==> src/rtl/kbd_pkg.sv <==
package kbd_pkg;
    localparam int KBD_ADDR_W   = 16;
    localparam int KBD_COLS     = 8;
    localparam int KBD_ROWS     = 8;
    localparam int KBD_WIN_BITS = 10;
    localparam logic [KBD_ADDR_W-1:0] KBD_WIN_BASE = 16'hF400;

    typedef enum logic [0:0] {
        ST_IDLE   = 1'b0,
        ST_ACTIVE = 1'b1
    } kbd_acc_state_e;
endpackage

==> src/rtl/kbd_col_driver.sv <==
module kbd_col_driver #(
    parameter int NUM_COLS = 8,
    parameter int NUM_ROWS = 8
) (
    input  logic [NUM_COLS-1:0]          col_sel,
    input  logic [NUM_COLS*NUM_ROWS-1:0] key_state,
    output logic [NUM_COLS*NUM_ROWS-1:0] pull_dn
);
    // A key pulls its row low only while its column is driven.
    for (genvar c = 0; c < NUM_COLS; c++) begin : g_col
        for (genvar r = 0; r < NUM_ROWS; r++) begin : g_row
            assign pull_dn[c*NUM_ROWS + r] = col_sel[c] & key_state[c*NUM_ROWS + r];
        end
    end
endmodule

==> src/rtl/kbd_row_sense.sv <==
module kbd_row_sense #(
    parameter int NUM_COLS = 8,
    parameter int NUM_ROWS = 8
) (
    input  logic [NUM_COLS*NUM_ROWS-1:0] pull_dn,
    output logic [NUM_ROWS-1:0]          row_pressed
);
    logic [NUM_ROWS-1:0] row_line_n;

    // Each row idles high through a pull-up; any pulling key forces it low.
    for (genvar r = 0; r < NUM_ROWS; r++) begin : g_row
        always_comb begin
            row_line_n[r] = 1'b1;
            for (int c = 0; c < NUM_COLS; c++) begin
                row_line_n[r] = row_line_n[r] & ~pull_dn[c*NUM_ROWS + r];
            end
        end
    end

    // The port reads the lines inverted, so a pressed key reads as 1.
    assign row_pressed = ~row_line_n;
endmodule

==> src/rtl/kbd_access_fsm.sv <==
module kbd_access_fsm
    import kbd_pkg::*;
#(
    parameter int NUM_ROWS = 8
) (
    input  logic                clk,
    input  logic                rst_n,
    input  logic                access_hit,
    input  logic [NUM_ROWS-1:0] scan_rows,
    output logic [NUM_ROWS-1:0] rd_data,
    output logic                rd_oe
);
    kbd_acc_state_e state_q, state_nx;
    logic [NUM_ROWS-1:0] data_q;

    // Next-state logic (GO_ACTIVE, STAY_ACTIVE, GO_IDLE).
    always_comb begin
        state_nx = state_q;
        unique case (state_q)
            ST_IDLE:   if (access_hit)  state_nx = ST_ACTIVE;
            ST_ACTIVE: if (!access_hit) state_nx = ST_IDLE;
            default:                    state_nx = ST_IDLE;
        endcase
    end

    // State register.
    always_ff @(posedge clk) begin
        if (!rst_n) state_q <= ST_IDLE;
        else        state_q <= state_nx;
    end

    // Output register: data is loaded only when entering or staying active.
    always_ff @(posedge clk) begin
        if (!rst_n)                     data_q <= '0;
        else if (state_nx == ST_ACTIVE) data_q <= scan_rows;
        else                            data_q <= '0;
    end

    assign rd_data = data_q;
    assign rd_oe   = (state_q == ST_ACTIVE);
endmodule

==> src/rtl/kbd_scan_port.sv <==
module kbd_scan_port
    import kbd_pkg::*;
#(
    parameter int ADDR_W   = KBD_ADDR_W,
    parameter int NUM_COLS = KBD_COLS,
    parameter int NUM_ROWS = KBD_ROWS,
    parameter int WIN_BITS = KBD_WIN_BITS,
    parameter logic [ADDR_W-1:0] WIN_BASE = KBD_WIN_BASE
) (
    input  logic                         clk,
    input  logic                         rst_n,
    input  logic [ADDR_W-1:0]            cpu_addr,
    input  logic                         cpu_rd,
    input  logic                         kbd_cs,
    input  logic [NUM_COLS*NUM_ROWS-1:0] key_state,
    output logic [NUM_ROWS-1:0]          rd_data,
    output logic                         rd_oe
);
    localparam int NKEYS = NUM_COLS * NUM_ROWS;

    logic                access_hit;
    logic [NKEYS-1:0]    pull_dn;
    logic [NUM_ROWS-1:0] scan_rows;

    // Window decode on the upper address bits.
    assign access_hit = kbd_cs & cpu_rd &
                        (cpu_addr[ADDR_W-1:WIN_BITS] == WIN_BASE[ADDR_W-1:WIN_BITS]);

    // Address bits between the column field and the window tag are ignored.
    if (WIN_BITS > NUM_COLS) begin : g_gap
        logic unused_gap_bits;
        assign unused_gap_bits = ^cpu_addr[WIN_BITS-1:NUM_COLS];
    end

    kbd_col_driver #(.NUM_COLS(NUM_COLS), .NUM_ROWS(NUM_ROWS)) u_cols (
        .col_sel   (cpu_addr[NUM_COLS-1:0]),
        .key_state (key_state),
        .pull_dn   (pull_dn)
    );

    kbd_row_sense #(.NUM_COLS(NUM_COLS), .NUM_ROWS(NUM_ROWS)) u_rows (
        .pull_dn     (pull_dn),
        .row_pressed (scan_rows)
    );

    kbd_access_fsm #(.NUM_ROWS(NUM_ROWS)) u_fsm (
        .clk        (clk),
        .rst_n      (rst_n),
        .access_hit (access_hit),
        .scan_rows  (scan_rows),
        .rd_data    (rd_data),
        .rd_oe      (rd_oe)
    );
endmodule

==> config.mk <==
export PLATFORM = sky130hd
export DESIGN_NAME = kbd_scan_port
export DESIGN_NICKNAME = d
export VERILOG_FILES = /design/src/rtl/kbd_pkg.sv /design/src/rtl/kbd_col_driver.sv /design/src/rtl/kbd_row_sense.sv /design/src/rtl/kbd_access_fsm.sv /design/src/rtl/kbd_scan_port.sv
export SDC_FILE = /design/constraint.sdc
export NUM_CORES = 1
export LEC_CHECK = 0
export BUFFER_PORTS_ARGS = -buffer_cell sky130_fd_sc_hd__buf_2
export CORE_MARGIN = 2
export CORE_UTILIZATION = 25
export DETAILED_ROUTE_END_ITERATION = 8
export PLACE_DENSITY = 0.7
export SYNTH_ARGS = -nofsm -noshare
export SYNTH_HDL_FRONTEND = slang
export SYNTH_SLANG_ARGS = --single-unit
==> constraint.sdc <==
create_clock -name clk -period 3 [get_ports clk]
set_input_delay 0.75 -clock clk [delete_from_list [all_inputs] [get_ports clk]]
set_output_delay 0.75 -clock clk [all_outputs]
set_load 0.01 [all_outputs]
==> flow_metrics.py <==
metrics = {
    "grt": {
        "antenna_found_initial": 0,
        "grt_pass1_vias": 829,
        "grt.overflow.total": 0,
        "grt_max_degree": 10,
        "grt_pass1_wl_um": 3470,
        "grt_usage": 0.1735,
    },
    "route": {
        "wl_um": 2303,
        "drt_iter0_markers": 23,
        "vias": 888,
        "dr.pass1.iters": 4,
        "routed_via_density": 5.045,
        "ant_nets": 0,
        "wire_per_inst_um": 13.09,
        "drc": 0,
    },
    "synth": {
        "synthCells": 63,
        "syn-num-nets": 147,
        "synthesis.area_um2": 551.8,
        "ys_seq_area_frac": 0.3265,
        "synthTopCellsByArea": "dfxtp_1 33%, a22oi_1 22%, a221oi_1 13%, a22o_1 13%, a31oi_1 9.1%",
        "synth_edf_count": 0,
        "yosys_warnings": 0,
        "ys_types": 12,
        "synth_top_area_frac": 0.3265,
        "avgSynthCellArea_um2": 8.758,
        "yosysTopAreaCell": "dfxtp_1",
        "ys_seq_elements": 9,
        "synth_common_cells": "16 x a22oi_1, 9 x dfxtp_1, 8 x a221oi_1, 8 x a22o_1, 8 x a31oi_1",
        "synthArstFlopShare": 0,
        "synth_flop_cell": "dfxtp_1",
        "yosysMostFrequentCell": "a22oi_1",
    },
    "timing": {
        "finalSetupTns_ns": 0,
        "final_hold_viol_count": 0,
        "slew_headroom": 0.7826,
        "slew_violations": 0,
        "fin_crit_ns": 1.578,
        "setup_viol": 0,
        "worstMarginPinSlew_ns": 0.3261,
        "max_freq_mhz": 633.8,
        "fin_crit_sh": 0.5259,
        "grt_setup_unrepaired": "no",
    },
    "cts": {
        "cts_tree": "done",
        "h-tree-depth": 1,
        "postCtsResizedCells": 0,
        "clock_sinks": 9,
        "clk_pin_slew_ns": 0.06,
        "numCtsBuffers": 3,
        "postCtsHoldBufs": 0,
        "cts-root-buf": "clkbuf_4",
        "cts_setup_buffers": 0,
        "clk_path_buf_depth": 2,
    },
    "setup_path": {
        "cp-end-kind": "flip-flop",
        "cpMaxStageDelayCell": "or4_1",
        "crit_fanout": 9,
        "cp-start-kind": "primary input",
        "worstSetupEndpoint": "u_fsm.rd_data[4]$_SDFF_PN0_",
        "critical-path-max-stage-delay_ns": 0.66,
        "cp.arrival_ns": 1.76,
        "critPathLaunch": "rst_n",
        "required_ns": 3.18,
        "crit_chain": "buf_2 -> nand2_1 -> or4_1 -> a31oi_1",
        "crit_type": "primary input to flip-flop",
    },
    "final_layout": {
        "num-nets-final": 233,
        "fillCellCount": 231,
        "register_area_um2": 180.2,
        "area_growth_pct": 86.40,
        "multi_input_area_um2": 331.6,
        "antenna_cells": 0,
        "drive_above_1_share": 0.6351,
    },
    "floorplan": {
        "fp-row-count": 17,
        "start_util": 0.2568,
        "io_pins": 93,
        "core_um2": 2148,
        "die_w_um": 50.98,
        "die_area_um2": 2599,
        "die_h_um": 50.98,
    },
    "power_and_ir_drop": {
        "p_per_area_nw_per_um2": 295.5,
        "intPower_mw": 0.2251,
        "peakVddDrop_uv": 157.8,
        "p_leak_nw": 0.5804,
        "p_clk_frac": 0.296,
        "swShare": 0.2594,
        "seq_power_share": 0.394,
        "switchingPower_mw": 0.07883,
        "comb_power_share": 0.310,
        "p_total_mw": 0.3039,
    },
    "hold_path": {
        "hold_start": "key_state[57]",
        "hold_class": "primary input to flip-flop",
    },
    "run": {
        "max_cap_violations": 0,
    },
    "place": {
        "io_buffers": 90,
        "place_congestion": 0.7250,
    },
    "run_status": {
        "status": "completed",
    },
}
stage by stage:
step	utilization	setup WS (ns)	area, um^2	hold WS [ns]	cells
2_1_floorplan	-	1.379	551.8	0.9356	63
3_3_place_gp	0.4659	1.177	1001	1.036	172
3_5_place_dp	0.4659	1.149	1001	1.041	172
4_1_cts	0.4787	1.412	1028	0.7797	176
5_1_grt	0.4787	1.355	1028	0.7995	176
6_report	0.4787	1.422	1028	0.7758	176
cells in the final DEF (no fill, tap or decap):
cell type,instances
a31oi_1,8
inv_1,1
clkbuf_4,3
or4_1,1
a22o_1,8
a22oi_1,16
dfxtp_1,9
nand4_1,1
clkinv_2,1
buf_2,90
a221oi_1,8
nand2_1,2
flip-flops by register name, summed over array words and instances (netlist names):
signal,count
u_fsm.rd_data,8
u_fsm.rd_oe,1
logic make-up after synthesis:
logic type | synth area share
buf+inv | 0.07257
compound gates | 0.5624
flops | 0.3265
simple gates | 0.03857
final cells by class:
type                    count  share of cell area
multi-input cells          44              0.3224
repair buffers             90              0.4380
flip-flops and latches      9              0.1752
inverters                   1            0.003650
clock inverters             1            0.004866
clock buffers               3             0.02190
well taps                  28             0.03406
how the worst min path moves through the flow:
stage	endpoint	slack [ns]	cells after the start
3_5_place_dp	u_fsm.rd_data[1]$_SDFF_PN0_	1.04	3
3_3_place_gp	u_fsm.rd_data[2]$_SDFF_PN0_	1.04	3
6_report	u_fsm.rd_data[1]$_SDFF_PN0_	0.78	3
2_1_floorplan	u_fsm.rd_data[0]$_SDFF_PN0_	0.94	2
4_1_cts	u_fsm.rd_data[1]$_SDFF_PN0_	0.78	3
5_1_grt	u_fsm.rd_data[3]$_SDFF_PN0_	0.80	3
layer usage:
layer | global-route usage | share of wire | vias to the layer above | wire (um)
li1 | - | - | 441 | -
met1 | 0.1939 | 0.37 | 379 | 862
met2 | 0.3290 | 0.51 | 66 | 1179
met3 | 0.03801 | 0.11 | 2 | 246
met4 | 0.04054 | 0.0061 | 0 | 14
met5 | 0 | 0 | - | 0
worst max-delay path: cells and delay by family:
kind / cells / cell delay, ns
AOI/OAI and AO/OA: 1 / 0.20
buffers and inverters: 1 / 0.08
and+or+nand+nor: 2 / 0.71
power by group through the flow:
stage,Clock [mW],Combinational (mW),Sequential [mW]
after floorplan,0,0.0374,0.123
after detailed placement,0,0.0946,0.122
final,0.0898,0.0943,0.120
after CTS,0.0909,0.0948,0.120
after global routing,0.0972,0.106,0.120
after global placement,0,0.0923,0.122
Note: power is estimated with default switching activity, not from simulation.
